--- config.mk ---
export PLATFORM = sky130hd
export DESIGN_NAME = bchk_scan
export DESIGN_NICKNAME = d
export VERILOG_FILES = /design/src/rtl/bchk_scan.sv
export SDC_FILE = /design/constraint.sdc
export NUM_CORES = 1
export LEC_CHECK = 0
export ABC_AREA = 1
export BUFFER_PORTS_ARGS = -buffer_cell sky130_fd_sc_hd__buf_4
export CAP_MARGIN = 20
export CORE_AREA = 10 10 47 49
export DETAILED_ROUTE_END_ITERATION = 10
export DIE_AREA = 0 0 57 59
export PLACE_DENSITY = 0.81
export SYNTH_ARGS = -nofsm -noshare
export SYNTH_HDL_FRONTEND = slang
export SYNTH_SLANG_ARGS = --single-unit
--- constraint.sdc ---
create_clock -name vclk -period 5.25
set_input_delay 1.05 -clock vclk [all_inputs]
set_output_delay 1.05 -clock vclk [all_outputs]
set_load 0.1 [all_outputs]
--- src/rtl/bchk_scan.sv ---
module bchk_scan #(
  parameter int unsigned NUM_SLOTS = 4,
  parameter int unsigned MAX_MUL   = 2,
  parameter int unsigned MAX_MEM   = 1,
  parameter int unsigned MAX_CTRL  = 1,
  localparam int unsigned CNT_W    = $clog2(NUM_SLOTS + 1)
) (
  input  logic [NUM_SLOTS-1:0] is_alu_i,
  input  logic [NUM_SLOTS-1:0] is_mul_i,
  input  logic [NUM_SLOTS-1:0] is_mem_i,
  input  logic [NUM_SLOTS-1:0] is_ctrl_i,
  input  logic [NUM_SLOTS-1:0] is_bad_i,
  output logic [CNT_W-1:0]     cnt_alu_o,
  output logic [CNT_W-1:0]     cnt_mul_o,
  output logic [CNT_W-1:0]     cnt_mem_o,
  output logic [CNT_W-1:0]     cnt_ctrl_o,
  output logic [NUM_SLOTS-1:0] offend_o
);
  logic [CNT_W-1:0] run_alu, run_mul, run_mem, run_ctrl;

  // running per-class counts; a slot offends when its own count passes the cap
  always_comb begin
    run_alu  = '0;
    run_mul  = '0;
    run_mem  = '0;
    run_ctrl = '0;
    offend_o = '0;
    for (int i = 0; i < NUM_SLOTS; i++) begin
      run_alu  = run_alu  + CNT_W'(is_alu_i[i]);
      run_mul  = run_mul  + CNT_W'(is_mul_i[i]);
      run_mem  = run_mem  + CNT_W'(is_mem_i[i]);
      run_ctrl = run_ctrl + CNT_W'(is_ctrl_i[i]);
      offend_o[i] = is_bad_i[i]
                  | (is_mul_i[i]  & (32'(run_mul)  > MAX_MUL))
                  | (is_mem_i[i]  & (32'(run_mem)  > MAX_MEM))
                  | (is_ctrl_i[i] & (32'(run_ctrl) > MAX_CTRL));
    end
    cnt_alu_o  = run_alu;
    cnt_mul_o  = run_mul;
    cnt_mem_o  = run_mem;
    cnt_ctrl_o = run_ctrl;
  end
endmodule

**Word-level counts from Yosys, hierarchy flattened**

Index checks and enable logic that the tools add are counted.

- Bits in latches: 0
- Bits in writable memories: 0
- ROM bits: 0
- Flip-flop bits (word level): 0
- Output and inout bits: 16
- Memories: 0
- Word-level logic and storage cells: 48
- Bits of input ports: 20

- Equal/unequal tests: 0
- Multipliers: 0
- Magnitude comparators: 12
- $add $sub $neg: 12
- Reductions and logical operators: 0
- Bitwise logic cells: 24
- Mux-type cells: 0
- Divide/modulo/power cells: 0
- Shift-type cells: 0

Operators with widths:

| operator | number |
|---|---|
| 2-bit by 1-bit adder with 3-bit output | 4 |
| 3-bit by 1-bit adder with 3-bit output | 4 |
| 1-bit bitwise AND | 12 |
| 3-bit by 1-bit > comparator with 1-bit output (second input constant) | 4 |
| 1-bit OR | 12 |
| 1-bit by 1-bit adder with 2-bit output | 4 |
| 3-bit by 2-bit > comparator with 1-bit output (second input constant) | 2 |
| 2-bit by 1-bit > comparator with 1-bit output (second input constant) | 2 |
| 1-bit > comparator (second input constant) | 2 |
| 1-bit by 2-bit > comparator with 1-bit output (second input constant) | 1 |
| 2-bit > comparator (second input constant) | 1 |

**Logic depth before layout (Yosys ltp)**

- Depth after elaboration: 8
- Mapped depth: 11
- Gate-level depth less buffers: 11

**Least setup slack after synthesis**

No wires, ideal clock.

- Path kind: input-to-output
- Start point: in is_ctrl_i[0]
- End point: out offend_o[3]
- Setup slack: 0.403 ns
- Data arrival time: 3.797 ns
- Required time: 4.200 ns
- Cell stages on the path: 7
- Buffers on the path: 0
- Cells stage by stage: fa_1 > ha_1 > fa_1 > nor2_1 > nor2_2 > nor2_2 > nand2_1

- Cells in the longest elaborated chain, start to end: 6

RTL lines:

| element | RTL line | source |
|---|---|---|
| from (decl) | 11 | `input logic [NUM_SLOTS-1:0] is_ctrl_i,` |
| 1-bit by 1-bit adder with 2-bit output | 32 | `run_ctrl = run_ctrl + CNT_W'(is_ctrl_i[i]);` |
| 2-bit by 1-bit adder with 3-bit output | 32 |  |
| 3-bit by 1-bit adder with 3-bit output | 32 |  |
| named net cnt_ctrl_o[1] | 16 | `output logic [CNT_W-1:0] cnt_ctrl_o,` |
| 3-bit by 1-bit > comparator with 1-bit output | 36 | `\| (is_ctrl_i[i] & (32'(run_ctrl) > MAX_CTRL));` |
| 1-bit bitwise AND | 36 |  |
| 1-bit OR | 36 |  |
| to (decl) | 17 | `output logic [NUM_SLOTS-1:0] offend_o` |

The timed path passes the listed nets, and every way through them passes these cells.

**Final worst setup path**

- Start point: in is_mul_i[0]
- End point: out offend_o[3]

- Cells in the longest elaborated chain, start to end: 8

RTL lines:

| element | RTL line | source |
|---|---|---|
| from (decl) | 9 | `input logic [NUM_SLOTS-1:0] is_mul_i,` |
| 1-bit by 1-bit adder with 2-bit output | 30 | `run_mul = run_mul + CNT_W'(is_mul_i[i]);` |
| 2-bit by 1-bit adder with 3-bit output | 30 |  |
| 3-bit by 1-bit adder with 3-bit output | 30 |  |
| 3-bit by 2-bit > comparator with 1-bit output | 34 | `\| (is_mul_i[i] & (32'(run_mul) > MAX_MUL))` |
| 1-bit bitwise AND | 34 |  |
| 1-bit OR | 34 |  |
| 1-bit OR | 35 | `\| (is_mem_i[i] & (32'(run_mem) > MAX_MEM))` |
| 1-bit OR | 36 |  |

No other way between the ends.

==> metrics.md <==
| Metric | Value |
|---|---|
| Area Growth Syn to Fin | `61.1%` |
| CP Max Fanout | `2` |
| Tcrit/Tclk final | `76.0%` |
| Share of cells above drive strength 1 | `41.1%` |
| Post-DR wirelength/cell | `11.2 microns` |
| Hold path endpoint | `offend_o[0]` |
| Pre-Repair DR Iteration Count | `4` |
| Hold_buf cts | `0` |
| Vias | `roughly 460` |
| Count of flip-flops and latches | `0` |
| Initial core utilization | `a little under a third` |
| Slew HR | `between 80% and 90%` |
| GRT Total Usage | `~6.8%` |
| Drc violations | `0` |
| Synthesized instance count | `57` |
| Setup crit end kind | `output pin` |
| Initial antenna violation count | `0` |
| Slew @ Worst Pin | `0.283 ns` |
| Met3 usage | `5.58%` |
| Setup TNS Final | `0 ns` |
| Vias/cell | `~4.3` |
| Num ports | `36` |
| MaxCap Viol Count | `0` |
| I/O Buffers | `34` |
| Final #Nets | `130` |
| Max IR drop VDD | `0.173 mV` |
| RSZ-0062 raised after global routing | `false` |
| Drt total wl | `1180 microns` |
| Multi-input gate area | `352 sq um` |
| Postcts setup bufs | `0` |
| Critical hold path startpoint | `is_bad_i[0]` |
| Required @ worst endpoint | `4.20 ns` |
| Clk network pwr share | `0%` |
| NetSw | `0.000169 W` |
| Commonest cells post-synth | `inv_1, ha_1, nand2_1` |
| Core Box Area | `1400 sq um` |
| Data arrival, critical path | `2.94 ns` |
| Row count | `14` |
| Synth unique cells | `10` |
| Most Crowded Layer GR | `met2` |
| Final Hold Viols | `0` |
| Max-slew violations | `0` |
| Antenna Cells | `0` |
| Syn Area/Cell | `7.68 sq um` |
| Pin count of the biggest net entering global routing | `4` |
| GR Layer Usage met1 | `6.20%` |
| Die X | `57 microns` |
| 1st-iter DRT viols | `2` |
| Filler instances | `144` |
| Hold slack | `2.10 ns` |
| Detail Placement HPWL | `1180 microns` |
| Clkbuf count | `0` |
| Final min period | `roughly 4.0 ns` |
| YS warnings | `0` |
| Number of global-route vias before repair | `534` |
| Die area | `around 3400 sq um` |
| Critical path launch point type | `input port` |
| Status | `completed` |
| Pwr/cell area | `308 nW/um^2` |
| Comb power frac | `100.0%` |
| Cell area after synthesis | `438 sq um` |
| Pint | `0.0000485 W` |
| Most frequent cell after synthesis | `inv_1` |
| PostCTS Resize Cnt | `0` |
| WHS Path Cells | `0` |
| Top cell type by total area after synthesis | `fa_1` |
| Top cell type's share of synthesized area | `between 30% and 40%` |
| Max Fclk | `251 MHz` |
| Final Setup Violations | `0` |
| LEAKAGE | `0.441 nW` |
| Sw frac | `between 70% and 80%` |
| Congestion Overflow GR | `0` |
| Met2 usage | `12.4%` |
| Crit Path Class | `in2out` |
| Die Ht | `59 microns` |
| First-pass GRT wire length | `2000 microns` |
| Register area share after synthesis | `0%` |
| RD Place Congestion | `about 0.65` |
| Power Total | `~0.00022 W` |
| Worst hold path type | `in2out` |
| Ranking of synthesized cells by area | `fa_1, ha_1, inv_1, nand2_1, nand3_1` |
| Part of the power in registers | `0%` |
| Mapped Nets | `95` |
| Register area | `0 sq um` |
| Post-route ant nets | `0` |
worst max path at each step:
stage,endpoint,slack (ns),from,cells past startpoint
final,offend_o[3],1.26,is_mul_i[0],13
after global routing,offend_o[3],1.14,is_mul_i[0],13
after CTS,offend_o[3],1.24,is_mul_i[0],13
after detailed placement,offend_o[3],1.24,is_mul_i[0],13
after global placement,offend_o[3],1.28,is_mul_i[0],13
after floorplan,offend_o[3],0.40,is_ctrl_i[0],7
worst max-delay path: stages:
cell     delay [ns]
buf_4          0.08
inv_1          0.05
fa_1           0.52
inv_1          0.04
ha_1           0.16
inv_1          0.06
fa_1           0.42
inv_2          0.07
nand2_1        0.04
nand2_1        0.05
nand2_1        0.05
nand2_1        0.05
buf_4          0.28
stage by stage:
stage	setup WS [ns]	util [%]	cells	cell area [sq um]
after detailed placement	1.24	50.4	106	706
after global routing	1.14	50.4	106	706
final	1.26	50.4	106	706
after CTS	1.24	50.4	106	706
after floorplan	0.403	-	57	438
after global placement	1.28	50.4	106	706
area by class of cell:
type               instances  area share [%]
repair buffers            34            36.2
multi-input cells         35            49.8
inverters                 21            11.2
well taps                 16            2.84
power by group through the flow:
stage	combinational [W]	clock, W	sequential, W
after global routing	0.000230	0	0
after CTS	0.000220	0	0
after floorplan	0.000180	0	0
after global placement	0.000217	0	0
final	0.000217	0	0
after detailed placement	0.000220	0	0
per-layer routing:
| metal | up-vias | part of all wire [%] |
|---|---|---|
| met3 | 0 | 23 |
| met5 | - | 0 |
| met1 | 201 | 35 |
| met4 | 0 | 0 |
| li1 | 226 | - |
| met2 | 29 | 42 |
cells by family after synthesis:
kind of cell,share of synthesized area [%]
AOI/OAI and AO/OA,1.14
and+or+nand+nor,15.7
buffers and inverters,19.7
adders and majority gates,63.4
layout by cell type (no fill, tap or decap):
| cell | synthesis | final |
|---|---|---|
| a21oi_1 | 1 | 1 |
| nand2_1 | 9 | 9 |
| inv_1 | 20 | 20 |
| inv_2 | 1 | 1 |
| nor2_1 | 2 | 2 |
| nand3_1 | 3 | 3 |
| fa_1 | 7 | 7 |
| nor2_2 | 2 | 2 |
| buf_4 | 1 | 34 |
| ha_1 | 11 | 11 |
No activity file was read; power rests on OpenSTA's default activity.
